## src/rtl/bcd_rtc_pkg.sv

```systemverilog
package bcd_rtc_pkg;

    typedef enum logic [1:0] {
        ST_IDLE   = 2'd0,
        ST_APPLY  = 2'd1,
        ST_REPLAY = 2'd2
    } seq_state_t;

    localparam logic [3:0] A_CTRL   = 4'd0;
    localparam logic [3:0] A_SEC    = 4'd1;
    localparam logic [3:0] A_MIN    = 4'd2;
    localparam logic [3:0] A_HOUR   = 4'd3;
    localparam logic [3:0] A_DAYLO  = 4'd4;
    localparam logic [3:0] A_DAYHI  = 4'd5;
    localparam logic [3:0] A_AMIN   = 4'd6;
    localparam logic [3:0] A_AHOUR  = 4'd7;
    localparam logic [3:0] A_ADAYLO = 4'd8;
    localparam logic [3:0] A_ADAYHI = 4'd9;

    function automatic logic is_time_addr(input logic [3:0] a);
        return (a >= A_SEC) && (a <= A_DAYHI);
    endfunction

endpackage

```

## src/rtl/bcd_rtc_inc.sv

```systemverilog
module bcd_rtc_inc #(
    parameter logic [7:0] LAST = 8'h59
) (
    input  logic [7:0] cur,
    output logic [7:0] nxt,
    output logic       wrap
);
    always_comb begin
        wrap = (cur == LAST);
        if (wrap)
            nxt = 8'h00;
        else if (cur[3:0] == 4'd9)
            nxt = {cur[7:4] + 4'd1, 4'd0};
        else
            nxt = {cur[7:4], cur[3:0] + 4'd1};
    end
endmodule

```

## src/rtl/bcd_rtc_match.sv

```systemverilog
module bcd_rtc_match #(
    parameter int DAY_W = 15
) (
    input  logic [7:0]       new_min,
    input  logic [7:0]       new_hour,
    input  logic [DAY_W-1:0] new_day,
    input  logic [7:0]       al_min,
    input  logic [7:0]       al_hour,
    input  logic [DAY_W-1:0] al_day,
    input  logic             en_min,
    input  logic             en_hour,
    input  logic             en_day,
    output logic             hit
);
    always_comb begin
        hit = (!en_min  || (new_min  == al_min))  &&
              (!en_hour || (new_hour == al_hour)) &&
              (!en_day  || (new_day  == al_day));
    end
endmodule

```

## src/rtl/bcd_rtc_seq.sv

```systemverilog
module bcd_rtc_seq
    import bcd_rtc_pkg::*;
#(
    parameter int TICKS_PER_SEC = 4
) (
    input  logic       clk,
    input  logic       rst_n,
    input  logic       tick,
    input  logic       run,
    input  logic       wr_en,
    input  logic [3:0] addr,
    input  logic [7:0] wdata,
    output logic       busy,
    output logic       wr_go,
    output logic [3:0] wr_addr,
    output logic [7:0] wr_data
);
    localparam int PW = (TICKS_PER_SEC > 1) ? $clog2(TICKS_PER_SEC) : 1;
    localparam logic [PW-1:0] PH_LAST = PW'(TICKS_PER_SEC - 1);

    seq_state_t    state, state_n;
    logic [PW-1:0] phase;
    logic          sec_due;
    logic [3:0]    pend_addr;
    logic [7:0]    pend_data;
    logic          wrap, time_hit;

    assign wrap     = tick && run && (phase == PH_LAST);
    assign time_hit = wr_go && is_time_addr(wr_addr);

    // next-state logic
    always_comb begin
        state_n = state;
        unique case (state)
            ST_IDLE:   if (sec_due && !(wr_en && is_time_addr(addr))) state_n = ST_APPLY;
            ST_APPLY:  state_n = wr_en ? ST_REPLAY : ST_IDLE;
            ST_REPLAY: state_n = wr_en ? ST_REPLAY : ST_IDLE;
            default:   state_n = ST_IDLE;
        endcase
    end

    // state register
    always_ff @(posedge clk or negedge rst_n) begin
        if (!rst_n) state <= ST_IDLE;
        else        state <= state_n;
    end

    // outputs
    always_comb begin
        busy    = 1'b0;
        wr_go   = 1'b0;
        wr_addr = pend_addr;
        wr_data = pend_data;
        unique case (state)
            ST_IDLE: begin
                wr_go   = wr_en;
                wr_addr = addr;
                wr_data = wdata;
            end
            ST_APPLY:  busy  = 1'b1;
            ST_REPLAY: wr_go = 1'b1;
            default: ;
        endcase
    end

    always_ff @(posedge clk or negedge rst_n) begin
        if (!rst_n) begin
            phase     <= '0;
            sec_due   <= 1'b0;
            pend_addr <= '0;
            pend_data <= '0;
        end else begin
            if (time_hit)
                phase <= '0;
            else if (tick && run)
                phase <= wrap ? '0 : phase + 1'b1;

            if (time_hit)
                sec_due <= 1'b0;
            else if (wrap)
                sec_due <= 1'b1;
            else if (state == ST_APPLY)
                sec_due <= 1'b0;

            if (wr_en && state != ST_IDLE) begin
                pend_addr <= addr;
                pend_data <= wdata;
            end
        end
    end

    AST_BUSY_SINGLE: assert property (@(posedge clk) disable iff (!rst_n)
        busy |=> !busy) else $error("busy longer than one cycle");
    AST_NO_WR_IN_BUSY: assert property (@(posedge clk) disable iff (!rst_n)
        busy |-> !wr_go) else $error("write applied during update");
    AST_DEFER_LANDS: assert property (@(posedge clk) disable iff (!rst_n)
        (busy && wr_en) |=> wr_go) else $error("deferred write lost");
    AST_PHASE_RESTART: assert property (@(posedge clk) disable iff (!rst_n)
        time_hit |=> (phase == '0)) else $error("phase not restarted");
endmodule

```

## src/rtl/bcd_rtc.sv

```systemverilog
module bcd_rtc
    import bcd_rtc_pkg::*;
#(
    parameter int TICKS_PER_SEC = 4,
    parameter int DAY_W         = 15
) (
    input  logic       clk,
    input  logic       rst_n,
    input  logic       tick,
    input  logic       wr_en,
    input  logic [3:0] addr,
    input  logic [7:0] wdata,
    output logic [7:0] rdata,
    output logic       irq
);
    logic [7:0]       sec, mins, hour, al_min, al_hour;
    logic [DAY_W-1:0] day, al_day;
    logic             run, en_min, en_hour, en_day, ien, flag;
    logic             busy, wr_go;
    logic [3:0]       wr_addr;
    logic [7:0]       wr_data;
    logic [7:0]       sec_n, min_n, hour_n;
    logic             sec_wrap, min_wrap, hour_wrap, hit;
    logic [DAY_W-1:0] day_n;
    logic [15:0]      day16, al_day16;

    bcd_rtc_seq #(.TICKS_PER_SEC(TICKS_PER_SEC)) u_seq (
        .clk(clk), .rst_n(rst_n), .tick(tick), .run(run),
        .wr_en(wr_en), .addr(addr), .wdata(wdata),
        .busy(busy), .wr_go(wr_go), .wr_addr(wr_addr), .wr_data(wr_data)
    );

    bcd_rtc_inc #(.LAST(8'h59)) u_inc_sec  (.cur(sec),  .nxt(sec_n),  .wrap(sec_wrap));
    bcd_rtc_inc #(.LAST(8'h59)) u_inc_min  (.cur(mins), .nxt(min_n),  .wrap(min_wrap));
    bcd_rtc_inc #(.LAST(8'h23)) u_inc_hour (.cur(hour), .nxt(hour_n), .wrap(hour_wrap));

    assign day_n = day + 1'b1;

    // compared only on a seconds rollover, so minutes always step there
    bcd_rtc_match #(.DAY_W(DAY_W)) u_match (
        .new_min(min_n),
        .new_hour(min_wrap ? hour_n : hour),
        .new_day((min_wrap && hour_wrap) ? day_n : day),
        .al_min(al_min), .al_hour(al_hour), .al_day(al_day),
        .en_min(en_min), .en_hour(en_hour), .en_day(en_day),
        .hit(hit)
    );

    always_ff @(posedge clk or negedge rst_n) begin
        if (!rst_n) begin
            sec <= '0; mins <= '0; hour <= '0; day <= '0;
            al_min <= '0; al_hour <= '0; al_day <= '0;
            run <= 1'b0; en_min <= 1'b0; en_hour <= 1'b0; en_day <= 1'b0;
            ien <= 1'b0; flag <= 1'b0;
        end else if (busy) begin
            sec <= sec_n;
            if (sec_wrap) begin
                mins <= min_n;
                if (min_wrap) begin
                    hour <= hour_n;
                    if (hour_wrap) day <= day_n;
                end
                if (hit) flag <= 1'b1;
            end
        end else if (wr_go) begin
            case (wr_addr)
                A_CTRL: begin
                    run     <= wr_data[0];
                    en_min  <= wr_data[1];
                    en_hour <= wr_data[2];
                    en_day  <= wr_data[3];
                    ien     <= wr_data[4];
                    if (wr_data[5]) flag <= 1'b0;
                end
                A_SEC:    sec        <= wr_data;
                A_MIN:    mins       <= wr_data;
                A_HOUR:   hour       <= wr_data;
                A_DAYLO:  day[7:0]   <= wr_data;
                A_DAYHI:  day        <= DAY_W'({wr_data, day[7:0]});
                A_AMIN:   al_min     <= wr_data;
                A_AHOUR:  al_hour    <= wr_data;
                A_ADAYLO: al_day[7:0] <= wr_data;
                A_ADAYHI: al_day     <= DAY_W'({wr_data, al_day[7:0]});
                default: ;
            endcase
        end
    end

    assign day16    = 16'(day);
    assign al_day16 = 16'(al_day);
    assign irq      = flag & ien;

    always_comb begin
        case (addr)
            A_CTRL:   rdata = {busy, 1'b0, flag, ien, en_day, en_hour, en_min, run};
            A_SEC:    rdata = sec;
            A_MIN:    rdata = mins;
            A_HOUR:   rdata = hour;
            A_DAYLO:  rdata = day16[7:0];
            A_DAYHI:  rdata = day16[15:8];
            A_AMIN:   rdata = al_min;
            A_AHOUR:  rdata = al_hour;
            A_ADAYLO: rdata = al_day16[7:0];
            A_ADAYHI: rdata = al_day16[15:8];
            default:  rdata = 8'h00;
        endcase
    end

    AST_SEC_ROLL: assert property (@(posedge clk) disable iff (!rst_n)
        (busy && sec == 8'h59) |=> (sec == 8'h00)) else $error("seconds roll");
    AST_HOUR_ROLL: assert property (@(posedge clk) disable iff (!rst_n)
        (busy && sec == 8'h59 && mins == 8'h59 && hour == 8'h23) |=> (hour == 8'h00))
        else $error("hour roll");
    AST_DAY_WRAP: assert property (@(posedge clk) disable iff (!rst_n)
        (busy && sec == 8'h59 && mins == 8'h59 && hour == 8'h23 && (&day)) |=> (day == '0))
        else $error("day wrap");
    AST_FLAG_SOURCE: assert property (@(posedge clk) disable iff (!rst_n)
        $rose(flag) |-> $past(busy)) else $error("flag set outside update");
    AST_FLAG_STICKY: assert property (@(posedge clk) disable iff (!rst_n)
        (flag && !wr_go) |=> flag) else $error("flag dropped");
endmodule

```

## config.mk

```make
export PLATFORM = sky130hd
export DESIGN_NAME = bcd_rtc
export DESIGN_NICKNAME = d
export VERILOG_FILES = /design/src/rtl/bcd_rtc_pkg.sv /design/src/rtl/bcd_rtc_inc.sv /design/src/rtl/bcd_rtc_match.sv /design/src/rtl/bcd_rtc_seq.sv /design/src/rtl/bcd_rtc.sv
export SDC_FILE = /design/constraint.sdc
export NUM_CORES = 1
export LEC_CHECK = 0
export ABC_CLOCK_PERIOD_IN_PS = 4350
export BUFFER_PORTS_ARGS = -buffer_cell sky130_fd_sc_hd__buf_2
export CAP_MARGIN = 20
export CORE_MARGIN = 2
export CORE_UTILIZATION = 30
export DETAILED_ROUTE_END_ITERATION = 12
export SLEW_MARGIN = 20
export SYNTH_ARGS = -nofsm -noshare
export SYNTH_HDL_FRONTEND = slang
export SYNTH_HIERARCHICAL = 1
export SYNTH_SLANG_ARGS = --single-unit
```

## constraint.sdc

```tcl
create_clock -name clk -period 4.35 [get_ports clk]
set_clock_uncertainty 0.2 [all_clocks]
set_input_delay 0.87 -clock clk [delete_from_list [all_inputs] [get_ports clk]]
set_output_delay 0.87 -clock clk [all_outputs]
set_load 0.005 [all_outputs]
```

==> impl_metrics.tcl <==
set metrics [dict create \
    fp-row-count 53 \
    grt-ovfl-total 0 \
    stdcell_count 959 \
    vias 5157 \
    grt_pass1_wl_um 28600 \
    wl_per_cell_um 19.4 \
    p_leak_nw 3.01 \
    h-tree-depth 3 \
    worstPathMaxFanout 20 \
    drt_wl_total_um 18600 \
    dp_hpwl_um 13600 \
    grt_max_degree 59 \
    timing.fmax_mhz 284 \
    r2r-start "mins[0]" \
    syn_inst 677 \
    min_from "u_seq/pend_data[0]" \
    synth_top_area_share_pct 35.8 \
    grt_pass1_vias 4789 \
    layout_min_cycle_time_ns 3.53 \
    cts_tree "done" \
    die_w_um 151 \
    globalplace.congestion 0.875 \
    pre_cts_ws_ns 0.831 \
    synth-edff-count 0 \
    cp-start-kind "input port" \
    antenna_found_initial 0 \
    reg2reg_setup_slack_ns 0.88 \
    ant_nets 0 \
    cap_violations 0 \
    critPathMaxStageDelay_ns 0.53 \
    worst_ir_drop_vdd_mv 0.240 \
    crit_path_top_delay_cell "mux4_2" \
    required_ns 3.28 \
    worst_slew_pin_slew_ns 0.795 \
    critPathKind "input port to output pin" \
    cts_made_buffers 9 \
    clk_path_buf_depth 2 \
    setup_ws_ns 0.823 \
    postCtsSetupRepairBufs 0 \
    drive_gt1_share_pct 21.3 \
    syn_to_final_growth_pct 9.82 \
    crit_top_cell "buf_2" \
    avgSynthCellArea_um2 9.61 \
    drc 0 \
    synth_area_mm2 0.00651 \
    root_buffer "clkbuf_16" \
    clkTransAtPathRegs_ns 0.06 \
    fin_nets 711 \
    via_per_inst 5.38 \
    coreArea_mm2 0.0212 \
    setup_viol 0 \
    end_kind "output pin" \
    syn_nets 709 \
    synth_area_leaders "dfrtp_1 (36%), mux2_2 (13%), xor2_1 (5.2%), mux2i_1 (4.5%), nand2_1 (3.5%)" \
    start_util_pct 30.8 \
    cts_sinks 93 \
    power_density_mw_per_mm2 646 \
    io_pins 25 \
    die_h_um 151 \
    r2r-end "flag" \
    slew_headroom_pct 46.7 \
    yosys_warnings 6 \
    yosysSeqAreaShare_pct 35.8 \
    ys_seq_elements 93 \
    status "finished, final reports clean" \
    rsz0062_at_grt "false" \
    port-buffer-count 24 \
    reg2reg_depth 13 \
    cp.arrival_ns 2.46 \
    first_iter_violations 428 \
    fin_tns_setup_ns 0 \
    dr.pass1.iters 5 \
    post_synth_num_cell_types 67 \
    clock_latency_ns 0.35 \
    cts_hold_buffers 0 \
    die_area_mm2 0.0229 \
    fin_crit_sh_pct 81.1 \
    ys.flop_type "dfrtp_1" \
    path_cells "buf_2 -> buf_4 -> mux4_2 -> mux2i_1 -> o22ai_1 -> buf_2" \
    min_path_cells 1 \
    synth.largest_area_cell "dfrtp_1" \
    n_antenna_cell 0 \
    ys_async_sr_fraction_pct 100 \
    min_path_type "flip-flop to flip-flop" \
    min_to "u_seq/pend_data[0]" \
    grt_usage_pct 16.7 \
    ctsResizeCount 0 \
    drv_slew 0 \
    final-hold-violation-count 0 \
    post-place-cells 942 \
]
## sequential cells by signal, summed over array words and instances (netlist names), 4 cells and up
signal and flops:
al_min 8, hour 8, day 15, u_seq/pend_data 8, al_day 15, mins 8
u_seq/pend_addr 4, al_hour 8, sec 8
## power breakdown
| part | switching (mW) | total [mW] | internal, mW |
|---|---|---|---|
| sequential | 0.622 | 1.88 | 1.26 |
| clock | 0.344 | 0.822 | 0.478 |
| combinational | 0.983 | 1.92 | 0.933 |
| total | 1.95 | 4.62 | 2.67 |
## Yosys cell counts (all sizes together) (4+ instances only)
cell,n
a21o,5
a21oi,37
a221o,4
a22o,5
a22oi,6
a31oi,5
buf,29
clkbuf,15
dfrtp,93
ha,16
inv,16
mux2,75
mux2i,29
nand2,61
nand2b,4
nand3,19
nand3b,8
nand4,10
nor2,34
nor2b,19
nor3,11
nor3b,9
nor4,10
o21a,4
o21ai,46
o22ai,14
xnor2,14
xor2,39
## cell families after synthesis
logic type,Yosys count,share of synthesized area [%]
and+or+nand+nor,203,17.3
buffers and inverters,60,4.25
adders and majority gates,16,3.08
DFF,93,35.8
xor gates and xnor gates,53,7.13
muxes,107,18.6
AOI/OAI and AO/OA,145,13.9
## critical path, delay by kind of cell
family / cells / cell delay, ns
AO/OA/AOI/OAI: 1 / 0.13
buffers and inverters: 3 / 0.78
multiplexers: 2 / 0.67
## area by class of cell
type / count / area, µm²
multi-input cells: 524 / 3910
repair buffers: 35 / 205
clock inverters: 3 / 43.8
fillers: 2163 / 14000
flip-flops and latches: 93 / 2330
clock buffers: 13 / 260
inverters: 16 / 60.1
well taps: 275 / 344
## worst max-delay path by stage
stage             from  endpoint  slack, ns  cells past startpoint
2_1_floorplan  addr[2]  rdata[2]       1.31                      5
3_3_place_gp   addr[2]  rdata[6]       0.80                      7
3_5_place_dp   addr[2]  rdata[0]       0.83                      7
4_1_cts        addr[2]  rdata[6]       0.84                      7
5_1_grt        mins[5]      flag       0.61                     14
6_report       addr[1]  rdata[4]       0.82                      6
## placed cells by master, fill, tap and decap left out, types with 8 or more instances in the layout
cell / count
nor3_1: 10
nor3b_1: 8
inv_1: 15
nor4_1: 9
nor2b_1: 19
nand2_1: 61
xor2_1: 39
dfrtp_1: 93
buf_4: 12
mux2i_1: 29
nor2_1: 31
o22ai_1: 14
ha_1: 15
nand3_1: 19
buf_2: 23
a21oi_1: 37
mux2_2: 73
nand3b_1: 8
clkbuf_16: 9
xnor2_1: 14
o21ai_0: 42
## routing by layer
layer  track usage (%)  vias up  wire (µm)
li1                  -     2472          -
met1              24.1     2511       8900
met2              26.1      157       8460
met3              2.32       17       1040
met4              4.16        0        227
met5                 0        -          0
## per-stage QoR
step / utilization (%) / hold slack (ns) / instance area (µm²) / total power, mW
6_report: 33.8 / 0.301 / 7150 / 4.62
3_5_place_dp: 32.3 / 0.293 / 6840 / 3.79
2_1_floorplan: - / 0.272 / 6510 / 3.18
3_3_place_gp: 32.3 / 0.285 / 6840 / 3.74
4_1_cts: 33.7 / 0.308 / 7140 / 4.61
5_1_grt: 33.8 / 0.316 / 7150 / 4.93
Power figures use the tool's default switching activity.
